==> src/rtl/xis_pkg.sv <==
package xis_pkg;
  localparam int DATA_W = 8;
  localparam int STAT_W = 4;
  localparam int STICKY_N = 3;
  // flag bit positions in the status and mask registers
  localparam int B_LD  = 3;
  localparam int B_RIC = 2;
  localparam int B_SQC = 1;
  localparam int B_SQW = 0;

  typedef struct packed {
    logic rd_stat;
    logic rd_mask;
    logic wr_mask;
    logic rd_trsta;
    logic rd_sqr;
    logic wr_sqx;
  } acc_t;
endpackage

==> src/rtl/xis_bus_decode.sv <==
module xis_bus_decode #(
  parameter int ADDR_W     = 4,
  parameter int SQ_REGS    = 3,
  parameter int STAT_ADDR  = 0,
  parameter int MASK_ADDR  = 1,
  parameter int TRSTA_ADDR = 2,
  parameter int SQR_BASE   = 3,
  parameter int SQX_BASE   = 6
) (
  input  logic [ADDR_W-1:0] bus_addr,
  input  logic              bus_rd,
  input  logic              bus_wr,
  output xis_pkg::acc_t     acc
);
  logic [SQ_REGS-1:0] sqr_hit;
  logic [SQ_REGS-1:0] sqx_hit;

  for (genvar i = 0; i < SQ_REGS; i++) begin : g_sq
    assign sqr_hit[i] = (bus_addr == ADDR_W'(SQR_BASE + i));
    assign sqx_hit[i] = (bus_addr == ADDR_W'(SQX_BASE + i));
  end

  always_comb begin
    acc.rd_stat  = bus_rd && (bus_addr == ADDR_W'(STAT_ADDR));
    acc.rd_mask  = bus_rd && (bus_addr == ADDR_W'(MASK_ADDR));
    acc.wr_mask  = bus_wr && (bus_addr == ADDR_W'(MASK_ADDR));
    acc.rd_trsta = bus_rd && (bus_addr == ADDR_W'(TRSTA_ADDR));
    acc.rd_sqr   = bus_rd && (|sqr_hit);
    acc.wr_sqx   = bus_wr && (|sqx_hit);
  end
endmodule

==> src/rtl/xis_change_det.sv <==
module xis_change_det #(
  parameter int W = 5
) (
  input  logic         clk,
  input  logic         rst,
  input  logic [W-1:0] cur,
  output logic         chg
);
  logic [W-1:0] prev_q;
  logic         primed_q;

  always_ff @(posedge clk) begin
    if (rst) begin
      prev_q   <= '0;
      primed_q <= 1'b0;
    end else begin
      prev_q   <= cur;
      primed_q <= 1'b1;
    end
  end

  // first cycle after reset only captures the reference value
  assign chg = primed_q && (cur != prev_q);

  // a stable word never reports a change
  a_r4_stable_no_change: assert property (@(posedge clk) disable iff (rst)
    (primed_q && $stable(cur)) |-> !chg);
endmodule

==> src/rtl/xis_sticky_flag.sv <==
module xis_sticky_flag (
  input  logic clk,
  input  logic rst,
  input  logic set_ev,
  input  logic clr_ev,
  output logic flag
);
  always_ff @(posedge clk) begin
    if (rst)         flag <= 1'b0;
    else if (set_ev) flag <= 1'b1;
    else if (clr_ev) flag <= 1'b0;
  end

  // an event on the same edge as its clear is kept
  a_r8_set_wins: assert property (@(posedge clk) disable iff (rst)
    set_ev |=> flag);
  a_r8_clear_alone: assert property (@(posedge clk) disable iff (rst)
    (clr_ev && !set_ev) |=> !flag);
  a_r8_hold: assert property (@(posedge clk) disable iff (rst)
    (!clr_ev && !set_ev) |=> (flag == $past(flag)));
endmodule

==> src/rtl/xcvr_irq_status.sv <==
module xcvr_irq_status #(
  parameter int          ADDR_W     = 4,
  parameter int          INFO_W     = 4,
  parameter int          SQ_REGS    = 3,
  parameter int          STAT_ADDR  = 0,
  parameter int          MASK_ADDR  = 1,
  parameter int          TRSTA_ADDR = 2,
  parameter int          SQR_BASE   = 3,
  parameter int          SQX_BASE   = 6,
  parameter logic [7:0]  MASK_RST   = 8'hFF
) (
  input  logic              clk,
  input  logic              rst,
  input  logic [ADDR_W-1:0] bus_addr,
  input  logic              bus_rd,
  input  logic              bus_wr,
  input  logic [7:0]        bus_wdata,
  input  logic              line_sig,
  input  logic [INFO_W-1:0] rx_info,
  input  logic              rx_viol,
  input  logic              sq_chg,
  input  logic              mf_tick,
  output logic [7:0]        rdata,
  output logic              irq,
  output logic [7:0]        mask
);
  import xis_pkg::*;

  localparam int RSW_W = INFO_W + 1;

  acc_t                  acc;
  logic                  info_chg;
  logic [STICKY_N-1:0]   set_v;
  logic [STICKY_N-1:0]   clr_v;
  logic [STICKY_N-1:0]   sticky_q;
  logic                  ld_q;
  logic [STAT_W-1:0]     stat;
  logic [DATA_W-1:0]     mask_q;
  logic [DATA_W-1:0]     rdata_q;
  logic [DATA_W-1:0]     rd_mux;
  logic                  irq_q;

  xis_bus_decode #(
    .ADDR_W(ADDR_W), .SQ_REGS(SQ_REGS), .STAT_ADDR(STAT_ADDR),
    .MASK_ADDR(MASK_ADDR), .TRSTA_ADDR(TRSTA_ADDR),
    .SQR_BASE(SQR_BASE), .SQX_BASE(SQX_BASE)
  ) u_dec (
    .bus_addr(bus_addr), .bus_rd(bus_rd), .bus_wr(bus_wr), .acc(acc)
  );

  xis_change_det #(.W(RSW_W)) u_chg (
    .clk(clk), .rst(rst), .cur({rx_viol, rx_info}), .chg(info_chg)
  );

  // set and clear sources indexed by status bit position
  always_comb begin
    set_v[B_SQW] = mf_tick;
    clr_v[B_SQW] = acc.wr_sqx;
    set_v[B_SQC] = sq_chg;
    clr_v[B_SQC] = acc.rd_sqr;
    set_v[B_RIC] = info_chg;
    clr_v[B_RIC] = acc.rd_trsta;
  end

  for (genvar b = 0; b < STICKY_N; b++) begin : g_flag
    xis_sticky_flag u_flag (
      .clk(clk), .rst(rst), .set_ev(set_v[b]), .clr_ev(clr_v[b]),
      .flag(sticky_q[b])
    );
  end

  always_ff @(posedge clk) begin
    if (rst) ld_q <= 1'b0;
    else     ld_q <= line_sig;
  end

  assign stat = {ld_q, sticky_q};

  always_ff @(posedge clk) begin
    if (rst)              mask_q <= MASK_RST;
    else if (acc.wr_mask) mask_q <= bus_wdata;
  end

  always_comb begin
    rd_mux = '0;
    if (acc.rd_stat)  rd_mux = DATA_W'(stat);
    if (acc.rd_mask)  rd_mux = mask_q;
    if (acc.rd_trsta) rd_mux = DATA_W'({rx_viol, rx_info});
  end

  always_ff @(posedge clk) begin
    if (rst) begin
      rdata_q <= '0;
      irq_q   <= 1'b0;
    end else begin
      if (bus_rd) rdata_q <= rd_mux;
      irq_q <= |(stat & ~mask_q[STAT_W-1:0]);
    end
  end

  assign rdata = rdata_q;
  assign irq   = irq_q;
  assign mask  = mask_q;

  // level flag tracks the line one edge late
  a_r3_level_live: assert property (@(posedge clk) disable iff (rst)
    1'b1 |=> (stat[B_LD] == $past(line_sig)));
  // reserved bits of a status read are zero
  a_r2_reserved_zero: assert property (@(posedge clk) disable iff (rst)
    acc.rd_stat |=> (rdata[7:STAT_W] == '0));
  // request follows flags and mask of the previous edge
  a_r10_irq_registered: assert property (@(posedge clk) disable iff (rst)
    1'b1 |=> (irq == |($past(stat) & ~$past(mask_q[STAT_W-1:0]))));
  // a fully masked source set never raises the request
  a_r9_masked_quiet: assert property (@(posedge clk) disable iff (rst)
    (mask_q[STAT_W-1:0] == '1 && !acc.wr_mask) |=> !irq);
endmodule

==> config.mk <==
export PLATFORM = sky130hd
export DESIGN_NAME = xcvr_irq_status
export DESIGN_NICKNAME = d
export VERILOG_FILES = /design/src/rtl/xis_pkg.sv /design/src/rtl/xis_bus_decode.sv /design/src/rtl/xis_change_det.sv /design/src/rtl/xis_sticky_flag.sv /design/src/rtl/xcvr_irq_status.sv
export SDC_FILE = /design/constraint.sdc
export NUM_CORES = 1
export LEC_CHECK = 0
export CORE_MARGIN = 5
export CORE_UTILIZATION = 45
export DETAILED_ROUTE_END_ITERATION = 7
export GPL_ROUTABILITY_DRIVEN = 0
export PLACE_DENSITY = 0.79
export SLEW_MARGIN = 40
export SYNTH_ARGS = -nofsm -noshare
export SYNTH_HDL_FRONTEND = slang
export SYNTH_HIERARCHICAL = 1
export SYNTH_SLANG_ARGS = --single-unit
==> constraint.sdc <==
create_clock -name clk -period 2.8 [get_ports clk]
set_input_delay 0.56 -clock clk [delete_from_list [all_inputs] [get_ports clk]]
set_output_delay 0.56 -clock clk [all_outputs]
set_load 0.02 [all_outputs]
# Word-level counts from Yosys, hierarchy flattened
# Cells that the tools add are included.
# Widths: inputs -> output; s select.
dict set report totals {
  register_bits 27
  wordCells 44
  output_inout_bits 17
}
dict set report op_classes {
  n_mux 10
  reduce_logical 14
  eq_ne 9
  bitwise_logic 2
}
# cell count
set ops {}
lappend ops {{$eq 4x3->1 const B} 4}
lappend ops {{$mux 8} 2}
lappend ops {{$eq 4x2->1 const B} 2}
lappend ops {{$logic_and 1x1->1} 7}
lappend ops {{$mux 1} 7}
lappend ops {{$reduce_bool 2->1} 3}
lappend ops {{$reduce_or 3->1} 2}
lappend ops {{$ne 5x5->1} 1}
lappend ops {{$and 4x4->4} 1}
lappend ops {{$eq 4x1->1 const B} 1}
lappend ops {{$eq 4x4->1 const B} 1}
lappend ops {{$logic_not 4->1} 1}
lappend ops {{$mux 4} 1}
lappend ops {{$not 4->4} 1}
lappend ops {{$reduce_or 4->1} 1}

# Logic depth before layout (Yosys ltp)
dict set report logic_depth {
  word_depth 5
  depth_mapped 5
  mapped_depth_nobuf 5
}

# Hierarchy
# Netlist, hierarchy kept.
# mod cells_per_inst area_each_um2 n_inst seq_area_each_um2
set by_module_without_submodules {}
lappend by_module_without_submodules {xcvr_irq_status 79 833.3 1 360.3}
lappend by_module_without_submodules {xis_change_det 19 212.7 1 120.1}
lappend by_module_without_submodules {xis_sticky_flag 4 38.8 3 20.0}
lappend by_module_without_submodules {xis_bus_decode 13 91.3 1 0.0}

# Worst setup path after synthesis
# Ideal clock, no wire load.
dict set report synth_timing {
  kind {in2reg}
  start {input port bus_addr[0]}
  end {register mask_q[0] (netlist: mask[0])}
  setup_time_ps 120
  setup_slack_ps 697
  n_path_buf 1
  cell_stages 5
  required_time_ps 2680
  t_arrival_ps 1984
  cell_sequence {or2b_1 nor4b_1 buf_6 nor2b_1 a211o_1}
}
# item line_no
set synth_lines {}
lappend synth_lines {{start, declared} xcvr_irq_status.sv:14} ;# input logic [ADDR_W-1:0] bus_addr,
lappend synth_lines {{end signal, assigned} xcvr_irq_status.sv:81} ;# else if (acc.wr_mask) mask_q <= bus_wdata;
lappend synth_lines {{end, declared} xcvr_irq_status.sv:38} ;# logic [DATA_W-1:0] mask_q;

==> reports/results.ini <==
[synth]
synthAdderAreaFrac=0
synth_most_common_cell=dfxtp_1
synth_area_leaders=dfxtp_1, nor2b_1, nand2b_1
synth-simple-area-share=0.293
yosysTopAreaCell=dfxtp_1
synth_warnings=6
synth_compound_area_frac=0.183
syn-num-nets=147
synth_top_area_frac=0.431
synth_edf_count=0
synth_xor_area_frac=0.0349
synthMuxAreaShare=0
postSynthAreaPerCell_um2=10.2
synth_top_family_by_area=simple AND/OR/NAND/NOR gates
synth_cells=123
ys_async_sr_fraction=0
synthFlopType=dfxtp_1
synth_cell_types=31
netlist_area_um2=1250
ys_ff_latch=27
yosys-top-cells-count=dfxtp_1, nor2b_1, nand2b_1, nand3b_1, a211o_2
yosysSeqAreaShare=0.431

[clocking]
root_buffer=clkbuf_4
insertion_delay_ps=320
cts_made_buffers=3
ctsLongestPathBuffers=2
cts_tree=yes
cts.sink_count=27
path_clk_slew_ps=140
post_cts_buffers=0
cts_max_level=1
hold_buffers=0
cts_resized=0

[setup_path]
path_cells=clkdlybuf4s50_1 -> or3b_1 -> nor3b_1 -> buf_4 -> nand2_2 -> a311oi_2
worst_setup_path_start_kind=input pin
cp_top_family=buffers and inverters
critical_path_arrival_ps=2280
worst-setup-path-type=input pin to flip-flop
cpPeakStageDelay_ps=510
cpMaxStageDelayCell=clkdlybuf4s50_1
worstPathRequired_ps=3040
crit_buf_inv=2
crit_fanout=18
endpoint_kind=flip-flop

[final_layout]
diodes=0
area_delta_synth_final_pct=36.1
fillers=232
num-nets-final=191
drive_gt1_frac=0.127
stdcell_count=197

[route]
drt_iter0_markers=54
avgRoutedWirePerCell_um=15.1
drt_wl_total_mm=2.97
postRouteAntennaNets=0
drc=0
dr_total_vias=1033
vias_per_cell=5.24
firstDrtPassIters=4

[floorplanning]
dieArea_um2=3940
rows=19
start_util=0.463
io_pins=41
die_w_um=62.8
core_area_um2=2710
die_h_um=62.8

[timing]
min_period_ps=2040
relSlewSlack=0.695
tns_ps=0
grt_setup_unrepaired=no
worst_slew_pin_slew_ps=454
drv_slew=0
setup_viol=0
fmax_mhz=490
finalCritPeriodShare=0.729
finClkSkew_ps=5.84
hold_viol=0

[power]
p_seq_frac=0.594
sw_frac_of_total=0.246
internal-power_mw=0.521
leakage_nw=0.592
switchingPower_mw=0.170
irDropWorstVdd_uv=304
clockPowerShare=0.237
comb_power_share=0.169
powerDensity_nw_per_um2=405

[global_routing]
grt-ovfl-total=0
grtUsageTotal=0.154
grt_pass1_wl_mm=5.02
grt_max_degree=28
antenna_found_initial=0
grt_pass1_vias=1037

[run]
maxCapViolations=0

[place]
hpwl_mm=2.20
io_buffers=40
post-place-cells=193

[outcome]
status=finished, final reports clean

[worst_hold_path]
hold_path.class=flip-flop to flip-flop

-- power groups by stage --
stage	Clock [mW]	Sequential, mW	Combinational, mW
CTS	0.174	0.410	0.117
global placement	0	0.418	0.114
detailed placement	0	0.418	0.116
floorplan	0	0.425	0.0468
global route	0.191	0.413	0.125
finish	0.164	0.410	0.117
-- metrics by stage --
step,area [µm²],util,setup slack (ps),power (mW),hold WS [ps]
CTS,1710,0.630,771,0.701,488
finish,1710,0.630,759,0.691,484
global placement,1680,0.620,499,0.531,459
detailed placement,1680,0.620,452,0.535,465
floorplan,1250,-,697,0.471,470
global route,1710,0.630,696,0.729,518
-- final timing paths --
kind                           end  cells past startpoint  slack (ps)             from
max                       rdata[4]                      6         760      bus_addr[2]
min                       rdata[7]                      2         480         rdata[7]
max reg2reg  g_flag[2].u_flag/flag                      5        1710  u_chg/prev_q[4]
min reg2reg               rdata[7]                      2         480         rdata[7]
-- logic make-up (layout without fill, tap and decap cells) --
| family | Yosys count | count (layout) |
|---|---|---|
| DFF | 27 | 27 |
| xor gates and xnor gates | 5 | 5 |
| buffers and inverters | 10 | 53 |
| AOI/OAI and AO/OA | 27 | 27 |
| and+or+nand+nor | 54 | 54 |
-- final cells by class --
| type | count | area [µm²] | share of cell area |
|---|---|---|---|
| timing repair buffer | 45 | 438 | 0.257 |
| inverter | 4 | 15.0 | 0.00880 |
| multi-input combinational | 86 | 647 | 0.379 |
| clock inverter | 1 | 5.00 | 0.00293 |
| tap | 31 | 38.8 | 0.0227 |
| clock buffer | 3 | 22.5 | 0.0132 |
| sequential | 27 | 541 | 0.317 |
-- placed cells by master (no fill, tap or decap), types with 5 or more instances in the layout --
cell type / count
nor2b_1: 14
nand2b_1: 12
dfxtp_1: 27
a211o_2: 6
buf_4: 5
clkdlybuf4s50_1: 40
nand3b_1: 7
a41oi_1: 5
-- layer usage --
layer / up-vias / GRT usage / routed length (µm)
met5: - / 0 / 0
met4: 0 / 0.0318 / 13
met3: 2 / 0.0629 / 193
met2: 26 / 0.245 / 1410
met1: 483 / 0.195 / 1350
li1: 522 / - / -
-- tightest hold or removal path: cells and delay by family (launching register included) --
family | cells | cell delay [ps]
compound gates | 1 | 50
flops | 1 | 340
simple gates | 1 | 60
-- state kept, by name, indices dropped and copies added (netlist names) --
register,flops
u_chg/prev_q,5
g_flag.u_flag/flag,3
mask,8
irq,1
rdata,8
ld_q,1
u_chg/primed_q,1
Note: power is estimated with default switching activity, not from simulation.
